<file path="src/rtl/wbb_pkg.sv">
package wbb_pkg;
  localparam int unsigned WBB_DEPTH  = 4;
  localparam int unsigned WBB_ADDR_W = 16;
  localparam int unsigned WBB_DATA_W = 32;
endpackage

</file>
<file path="src/rtl/wbb_ctrl.sv">
module wbb_ctrl #(
  parameter int unsigned DEPTH = 4,
  localparam int unsigned PTR_W = $clog2(DEPTH)
) (
  input  logic             clk_i,
  input  logic             rst_ni,
  input  logic             enq_req_i,
  input  logic             wready_i,
  input  logic             ack_i,
  output logic             full_o,
  output logic             wvalid_o,
  output logic             enq_o,
  output logic [PTR_W-1:0] tail_o,
  output logic [PTR_W-1:0] head_o,
  output logic [PTR_W-1:0] iss_idx_o,
  output logic [DEPTH-1:0] valid_o
);
  localparam logic [PTR_W:0] FULL_CNT = (PTR_W+1)'(DEPTH);

  logic [PTR_W:0]   cnt_q, iss_cnt_q;
  logic [PTR_W-1:0] head_q, tail_q;
  logic [DEPTH-1:0] valid_q, issued_q;
  logic             ack_ok, fire;

  assign full_o    = (cnt_q == FULL_CNT);
  assign ack_ok    = ack_i && (iss_cnt_q != '0);
  assign wvalid_o  = (cnt_q > iss_cnt_q);
  assign fire      = wvalid_o && wready_i;
  // a slot freed by this cycle's ack may be refilled at once
  assign enq_o     = enq_req_i && (!full_o || ack_ok);
  assign iss_idx_o = head_q + iss_cnt_q[PTR_W-1:0];
  assign tail_o    = tail_q;
  assign head_o    = head_q;
  assign valid_o   = valid_q;

  always_ff @(posedge clk_i or negedge rst_ni) begin
    if (!rst_ni) begin
      cnt_q     <= '0;
      iss_cnt_q <= '0;
      head_q    <= '0;
      tail_q    <= '0;
      valid_q   <= '0;
      issued_q  <= '0;
    end else begin
      if (ack_ok) begin
        valid_q[head_q]  <= 1'b0;
        issued_q[head_q] <= 1'b0;
        head_q           <= head_q + 1'b1;
      end
      if (fire) issued_q[iss_idx_o] <= 1'b1;
      if (enq_o) begin
        valid_q[tail_q] <= 1'b1;
        tail_q          <= tail_q + 1'b1;
      end
      cnt_q     <= cnt_q + {{PTR_W{1'b0}}, enq_o} - {{PTR_W{1'b0}}, ack_ok};
      iss_cnt_q <= iss_cnt_q + {{PTR_W{1'b0}}, fire} - {{PTR_W{1'b0}}, ack_ok};
    end
  end

  a_r2_no_overflow: assert property (@(posedge clk_i) disable iff (!rst_ni)
    cnt_q <= FULL_CNT);
  a_r3_full_holds: assert property (@(posedge clk_i) disable iff (!rst_ni)
    full_o && !ack_i |=> full_o);
  a_r8_free_on_ack: assert property (@(posedge clk_i) disable iff (!rst_ni)
    1'b1 |=> (cnt_q >= $past(cnt_q)) || $past(ack_i));
  a_r7_send_once: assert property (@(posedge clk_i) disable iff (!rst_ni)
    fire |-> valid_q[iss_idx_o] && !issued_q[iss_idx_o]);
endmodule

</file>
<file path="src/rtl/wbb_store.sv">
module wbb_store #(
  parameter int unsigned DEPTH  = 4,
  parameter int unsigned ADDR_W = 16,
  parameter int unsigned DATA_W = 32,
  localparam int unsigned PTR_W = $clog2(DEPTH)
) (
  input  logic                          clk_i,
  input  logic                          wr_en_i,
  input  logic [PTR_W-1:0]              wr_idx_i,
  input  logic [ADDR_W-1:0]             wr_addr_i,
  input  logic [DATA_W-1:0]             wr_data_i,
  input  logic [PTR_W-1:0]              rd_idx_i,
  output logic [ADDR_W-1:0]             rd_addr_o,
  output logic [DATA_W-1:0]             rd_data_o,
  output logic [DEPTH-1:0][ADDR_W-1:0]  addr_tab_o,
  output logic [DEPTH-1:0][DATA_W-1:0]  data_tab_o
);
  logic [DEPTH-1:0][ADDR_W-1:0] addr_q;
  logic [DEPTH-1:0][DATA_W-1:0] data_q;

  always_ff @(posedge clk_i) begin
    if (wr_en_i) begin
      addr_q[wr_idx_i] <= wr_addr_i;
      data_q[wr_idx_i] <= wr_data_i;
    end
  end

  assign rd_addr_o  = addr_q[rd_idx_i];
  assign rd_data_o  = data_q[rd_idx_i];
  assign addr_tab_o = addr_q;
  assign data_tab_o = data_q;
endmodule

</file>
<file path="src/rtl/wbb_snoop.sv">
module wbb_snoop #(
  parameter int unsigned DEPTH  = 4,
  parameter int unsigned ADDR_W = 16,
  parameter int unsigned DATA_W = 32,
  localparam int unsigned PTR_W = $clog2(DEPTH)
) (
  input  logic [ADDR_W-1:0]            lookup_addr_i,
  input  logic [PTR_W-1:0]             head_i,
  input  logic [DEPTH-1:0]             valid_i,
  input  logic [DEPTH-1:0][ADDR_W-1:0] addr_tab_i,
  input  logic [DEPTH-1:0][DATA_W-1:0] data_tab_i,
  output logic                         hit_o,
  output logic [DATA_W-1:0]            data_o
);
  // scan oldest to youngest; later matches override, so the youngest wins
  always_comb begin
    hit_o  = 1'b0;
    data_o = '0;
    for (int k = 0; k < DEPTH; k++) begin
      logic [PTR_W-1:0] idx;
      idx = head_i + PTR_W'(k);
      if (valid_i[idx] && (addr_tab_i[idx] == lookup_addr_i)) begin
        hit_o  = 1'b1;
        data_o = data_tab_i[idx];
      end
    end
  end
endmodule

</file>
<file path="src/rtl/wb_snoop_buf.sv">
module wb_snoop_buf
  import wbb_pkg::*;
#(
  parameter int unsigned DEPTH  = WBB_DEPTH,
  parameter int unsigned ADDR_W = WBB_ADDR_W,
  parameter int unsigned DATA_W = WBB_DATA_W
) (
  input  logic              clk_i,
  input  logic              rst_ni,
  input  logic              evict_valid_i,
  input  logic              evict_dirty_i,
  input  logic [ADDR_W-1:0] evict_addr_i,
  input  logic [DATA_W-1:0] evict_data_i,
  output logic              full_o,
  output logic              mem_wvalid_o,
  input  logic              mem_wready_i,
  output logic [ADDR_W-1:0] mem_waddr_o,
  output logic [DATA_W-1:0] mem_wdata_o,
  input  logic              mem_ack_i,
  input  logic [ADDR_W-1:0] lookup_addr_i,
  output logic              lookup_hit_o,
  output logic [DATA_W-1:0] lookup_data_o
);
  localparam int unsigned PTR_W = $clog2(DEPTH);

  logic                         enq;
  logic [PTR_W-1:0]             tail, head, iss_idx;
  logic [DEPTH-1:0]             valid;
  logic [DEPTH-1:0][ADDR_W-1:0] addr_tab;
  logic [DEPTH-1:0][DATA_W-1:0] data_tab;

  wbb_ctrl #(.DEPTH(DEPTH)) i_ctrl (
    .clk_i     (clk_i),
    .rst_ni    (rst_ni),
    .enq_req_i (evict_valid_i && evict_dirty_i),
    .wready_i  (mem_wready_i),
    .ack_i     (mem_ack_i),
    .full_o    (full_o),
    .wvalid_o  (mem_wvalid_o),
    .enq_o     (enq),
    .tail_o    (tail),
    .head_o    (head),
    .iss_idx_o (iss_idx),
    .valid_o   (valid)
  );

  wbb_store #(.DEPTH(DEPTH), .ADDR_W(ADDR_W), .DATA_W(DATA_W)) i_store (
    .clk_i      (clk_i),
    .wr_en_i    (enq),
    .wr_idx_i   (tail),
    .wr_addr_i  (evict_addr_i),
    .wr_data_i  (evict_data_i),
    .rd_idx_i   (iss_idx),
    .rd_addr_o  (mem_waddr_o),
    .rd_data_o  (mem_wdata_o),
    .addr_tab_o (addr_tab),
    .data_tab_o (data_tab)
  );

  wbb_snoop #(.DEPTH(DEPTH), .ADDR_W(ADDR_W), .DATA_W(DATA_W)) i_snoop (
    .lookup_addr_i (lookup_addr_i),
    .head_i        (head),
    .valid_i       (valid),
    .addr_tab_i    (addr_tab),
    .data_tab_i    (data_tab),
    .hit_o         (lookup_hit_o),
    .data_o        (lookup_data_o)
  );

  a_r6_hold_stalled: assert property (@(posedge clk_i) disable iff (!rst_ni)
    mem_wvalid_o && !mem_wready_i |=>
      mem_wvalid_o && $stable(mem_waddr_o) && $stable(mem_wdata_o));
  a_r9_hit_needs_entry: assert property (@(posedge clk_i) disable iff (!rst_ni)
    lookup_hit_o |-> valid != '0);
  a_r1_clean_ignored: assert property (@(posedge clk_i) disable iff (!rst_ni)
    evict_valid_i && !evict_dirty_i && !mem_ack_i && !mem_wvalid_o |=> !mem_wvalid_o);
endmodule

</file>
<file path="config.mk">
export PLATFORM = sky130hd
export DESIGN_NAME = wb_snoop_buf
export DESIGN_NICKNAME = d
export VERILOG_FILES = /design/src/rtl/wbb_pkg.sv /design/src/rtl/wbb_ctrl.sv /design/src/rtl/wbb_store.sv /design/src/rtl/wbb_snoop.sv /design/src/rtl/wb_snoop_buf.sv
export SDC_FILE = /design/constraint.sdc
export NUM_CORES = 1
export LEC_CHECK = 0
export ABC_CLOCK_PERIOD_IN_PS = 7100
export BUFFER_PORTS_ARGS = -buffer_cell sky130_fd_sc_hd__buf_2
export CAP_MARGIN = 20
export CORE_ASPECT_RATIO = 1.2
export CORE_MARGIN = 5
export CORE_UTILIZATION = 30
export DETAILED_ROUTE_END_ITERATION = 6
export GPL_TIMING_DRIVEN = 0
export HOLD_SLACK_MARGIN = 0.15
export SYNTH_ARGS = -nofsm -noshare
export SYNTH_HDL_FRONTEND = slang
export SYNTH_SLANG_ARGS = --single-unit
</file>
<file path="constraint.sdc">
create_clock -name clk_i -period 7.1 [get_ports clk_i]
set_input_delay 1.065 -clock clk_i [delete_from_list [all_inputs] [get_ports clk_i]]
set_output_delay 1.065 -clock clk_i [all_outputs]
set_load 0.05 [all_outputs]
</file>
### Word level (Yosys, flattened, before mapping)

Cells that the tools add are included.

* flip-flop bits (word level): 206
* input bits: 70
* output and inout bits: 83
* logic and storage cells: 100

* $add $sub $neg: 9
* $lt $le $gt $ge: 9
* equality and inequality tests: 5
* mux-type cells: 48
* bitwise gates (word level): 3
* reductions and logical operators: 13

Operator list (count)
* 32-bit binary-select mux with 2-bit select: 5
* 32-bit 2-to-1 mux: 10
* 16-bit binary-select mux with 2-bit select: 5
* 128-bit bitwise mux: 1
* 16-bit 2-to-1 mux: 6
* 64-bit bitwise mux: 1
* 32-bit demux with 2-bit select: 1
* 16-bit == test: 4
* 16-bit demux with 2-bit select: 1
* 2-bit by 3-bit less-than comparator with 1-bit output, second input constant: 6
* 1-bit logical AND: 10
* 1-bit 2-to-1 mux: 10
* 1-bit binary-select mux with 2-bit select: 4
* 4-bit 2-to-1 mux: 2
* 3-bit by 1-bit adder with 3-bit output: 2
* 3-bit by 1-bit subtractor with 3-bit output: 2
* 2-bit by 1-bit adder with 2-bit output, second input constant: 2
* 2-bit adder, second input constant: 2
* 4-bit AND: 1
* 1-bit demux with 2-bit select: 2
* 2-bit by 1-bit greater-or-equal comparator with 1-bit output, second input constant: 2
* 4-bit inverter: 1
* 4-bit bitwise OR: 1
* 3-bit == test, second input constant: 1
* other kinds (5): 5

### Longest topological paths before layout

* word-level depth: 9
* depth in mapped cells: 19
* depth with buffers taken out: 12

### By module

A second synthesis with hierarchy kept.

* cells, all modules: 1122
* area, all modules: 14502.7 um^2

By module, submodules not included
* wbb_store: instances 1, cells each 254, area an instance 6949.2 um^2, sequential area each 5765.5 um^2
* wbb_snoop: instances 1, cells each 785, area an instance 6616.3 um^2, sequential area each 0.0 um^2
* wbb_ctrl: instances 1, cells each 82, area an instance 930.9 um^2, sequential area each 350.3 um^2
* wb_snoop_buf: instances 1, cells each 1, area an instance 6.3 um^2, sequential area each 0.0 um^2

### Least setup slack after synthesis

No wires, ideal clock.

* path type: register -> output
* from: register i_ctrl.head_q[1] (netlist: i_ctrl.head_o[1])
* to: output lookup_data_o[13]
* arrival: 4797 ps
* data required time: 6035 ps
* slack: 1238 ps
* cell stages (with the launch flop): 19
* path buffers: 10
* path through: dfrtp_1 > buf_2 > clkinv_1 > clkbuf_1 > clkbuf_1 > clkbuf_1 > ha_1 > buf_6 > buf_6 > buf_6 > buf_6 > mux4_2 > xnor2_1 > nand4_1 > nor4_2 > buf_2 > buf_2 > a41oi_1 > a32oi_1

* cells in the longest elaborated chain, start to end: 8
* elaborated cells on any way between the ends: 39
* classes of those cells: 3 x add/sub; 4 x eq/ne; 28 x mux; 4 x reduce/logical

RTL lines
* from (decl): line wbb_ctrl.sv:21 `logic [PTR_W-1:0] head_q, tail_q;`
* from (signal assigned): line wbb_ctrl.sv:48 `head_q <= head_q + 1'b1;`
* 2-bit by 1-bit adder with 2-bit output or 16-bit binary-select mux with 2-bit select (tied branches): line wbb_snoop.sv:21, wbb_snoop.sv:22
* 16-bit binary-select mux with 2-bit select or 16-bit 2-to-1 mux (tied branches): line wbb_snoop.sv:22 `if (valid_i[idx] && (addr_tab_i[idx] == lookup_addr_i)) begin`
* 16-bit 2-to-1 mux (implied by the code) or 16-bit == test (tied branches): line wbb_snoop.sv:22
* 16-bit == test or 1-bit logical AND (tied branches): line wbb_snoop.sv:22
* 1-bit logical AND or 32-bit 2-to-1 mux (tied branches): line wbb_snoop.sv:22
* 32-bit 2-to-1 mux (2 in a row): line wbb_snoop.sv:22
* 32-bit 2-to-1 mux *: line wbb_snoop.sv:22
* to (decl): line wb_snoop_buf.sv:22 `output logic [DATA_W-1:0] lookup_data_o`

Mark *: on every way between the ends. The rest lies on a longest branch, timed or not. The select of a mux whose other input is x is not followed.

### Worst setup path in the final report

* from: register i_ctrl.head_q[1] (netlist: i_ctrl.head_o[1])
* to: output lookup_data_o[20]

Same word-level chain as after synthesis.

==> results.json <==
{
  "outcome": "complete, no violations",
  "cts_tree": "done",
  "setup_tns_ns": 0,
  "drive_above_1_share": 0.315,
  "synthesis.area_sq_um": 14500,
  "placedCellCount": 1827,
  "num_rows": 88,
  "gr-usage-met3": 0.0281,
  "dieArea_sq_um": 52900,
  "use_met2": 0.303,
  "ff2ff_setup_slack_ns": 3.29,
  "rsz0062_at_grt": "no",
  "synth_warnings": 0,
  "ys_ff_latch": 206,
  "yosys-top-cells-area": "edfxtp_1 (40%), mux4_2 (22%), mux2i_1 (9.5%)",
  "htree_num_levels": 1,
  "die_w_microns": 211,
  "io_buffers": 141,
  "cts.sinks": 206,
  "synth_cell_type_count": 56,
  "cts_root_buffer": "clkbuf_16",
  "gp_congestion": 0.921,
  "area_growth_pct": 15.8,
  "track_usage": 0.172,
  "synthTopCellsByCount": "edfxtp_1 (192), mux4_2 (144), mux2i_1 (137)",
  "antenna_found_initial": 6,
  "wl_per_cell_microns": 25.2,
  "nNetsFinal": 1308,
  "cp.arrival_ns": 5.76,
  "drc": 0,
  "die_h_microns": 251,
  "grt_pass1_wl_microns": 70700,
  "gr-max-usage-layer": "met2",
  "setup_violations": 0,
  "io_pins": 153,
  "cp-end-kind": "output port",
  "synth-edff-count": 192,
  "firstDrtPassIters": 5,
  "rr_worst_depth": 13,
  "skew_ns": 0.0109,
  "timing.rr.end": "i_ctrl.head_o[1]",
  "slew_violations": 0,
  "wl_microns": 47100,
  "drv_cap": 0,
  "yosysSeqAreaShare": 0.422,
  "critPathKind": "flop to output port",
  "ys_async_sr_fraction": 0.0680,
  "synth_top_area_frac": 0.397,
  "worstHoldPathType": "primary input to async pin",
  "yosysMostFrequentCell": "edfxtp_1",
  "drt_iter0_drc": 899,
  "cts_buffers": 23,
  "clkSlewWorstSetupHoldPaths_ns": 0.07,
  "ys.flop_type": "edfxtp_1",
  "grt_max_degree": 50,
  "crit_required_ns": 6.03,
  "hpwl_microns": 33500,
  "r2r_start": "i_ctrl.head_o[1]",
  "initial_core_util": 0.302,
  "hold_viol": 0,
  "syn_area_per_cell_sq_um": 13.8,
  "grtUsageMet1": 0.218,
  "tightest_slew_ns": 1.00,
  "vias_per_cell": 5.70,
  "synth_top_cell_by_area": "edfxtp_1",
  "fin_crit_sh": 0.961,
  "clock_latency_ns": 0.52,
  "dr_total_vias": 10600,
  "grt_pass1_vias": 11000,
  "timing.fmax_ghz": 0.147,
  "fillCellCount": 4769,
  "synth_cells": 1055,
  "ctsHoldBuffers": 0,
  "final_cells": 1866,
  "clock_path_buffers": 3,
  "cp_max_fo": 20,
  "grt.overflow.total": 0,
  "crit_path_start_kind": "flop",
  "antenna_left": 0,
  "synth_nets": 1143,
  "max-slew-margin-rel": 0.333,
  "min_period_ns": 6.82,
  "fp.coreArea_sq_um": 48000
}
critical path, stage by stage, from the launching register on:
cell	delay, ns
dfrtp_1	0.41
clkbuf_4	0.30
clkinv_4	0.20
clkbuf_4	0.34
ha_1	0.44
buf_6	0.20
buf_6	0.21
buf_6	0.23
buf_6	0.22
mux4_2	0.34
xnor2_1	0.16
nand4_1	0.23
nor4_4	0.46
buf_2	0.33
buf_2	0.29
a41oi_1	0.08
a32oi_1	0.41
buf_2	0.34
layer usage:
metal,part of all wire,vias up
met5,0.0010,-
met2,0.51,420
met1,0.40,5484
met3,0.063,70
met4,0.027,8
li1,-,4652
worst max path at each step:
stage	from	slack [ns]	cells after the start	endpoint
finish	i_ctrl.head_o[1]	0.28	17	lookup_data_o[20]
global route	i_ctrl.head_o[1]	0.07	17	lookup_data_o[14]
CTS	i_ctrl.head_o[0]	0.002	18	lookup_data_o[26]
detailed placement	i_ctrl.head_o[1]	-0.44	19	lookup_data_o[15]
global placement	i_ctrl.head_o[1]	-0.42	19	lookup_data_o[15]
floorplan	i_ctrl.head_o[1]	1.24	18	lookup_data_o[13]
layout make-up:
| type | count | area, sq um | area share |
|---|---|---|---|
| timing repair buffer | 143 | 732 | 0.0436 |
| clock buffer | 23 | 576 | 0.0343 |
| buffer | 105 | 553 | 0.0329 |
| antenna | 1 | 2.50 | 0.000149 |
| multi-input combinational | 689 | 7660 | 0.456 |
| inverter | 52 | 200 | 0.0119 |
| tap | 630 | 788 | 0.0469 |
| sequential | 206 | 6120 | 0.364 |
| clock inverter | 17 | 166 | 0.00991 |
stage by stage:
stage          instance area [sq um]  worst slack [ns]   util  hold slack (ns)
4_1_cts                        16800           0.00230  0.350            0.408
5_1_grt                        16800            0.0706  0.350            0.441
3_5_place_dp                   16000            -0.443  0.334            0.502
3_3_place_gp                   16000            -0.424  0.333            0.493
6_report                       16800             0.280  0.350            0.430
2_1_floorplan                  14500              1.24      -            0.478
logic make-up (layout without fill, tap and decap cells):
family / after synthesis / count (layout) / synth area share
other cells: 0 / 1 / 0
mux: 289 / 289 / 0.327
simple gates: 166 / 166 / 0.0573
xor+xnor: 70 / 70 / 0.0423
fa+ha+maj: 18 / 18 / 0.0166
buf+inv: 160 / 340 / 0.0520
flops: 206 / 206 / 0.422
compound gates: 146 / 146 / 0.0830
cell usage in the layout (no fill, tap or decap), types with 27 or more instances in the layout:
master / instances
xor2_1: 27
buf_2: 168
edfxtp_1: 192
mux2i_1: 137
a41oi_1: 32
nand4_1: 36
inv_1: 50
xnor2_1: 43
o2111ai_1: 33
a32oi_1: 34
mux4_2: 144
clkbuf_1: 52
nand2_1: 78
registers in the layout (all words and copies together) (netlist names):
signal and count:
i_ctrl.cnt_q 3, i_ctrl.head_o 2, i_ctrl.iss_cnt_q 3, i_ctrl.tail_o 2
i_ctrl.valid_o 4, i_store.addr_tab_o 64, i_store.data_tab_o 128
repair_timing:
| item | in CTS | in global routing |
|---|---|---|
| setup endpoints to repair | 33 | 22 |
| setup buffers | 0 | 0 |
| gates resized for setup | 6 | 1 |
| gates cloned | 0 | 0 |
Power is not shown: default switching activity piles up to over one toggle a cycle in this logic, so the estimate is an artifact.
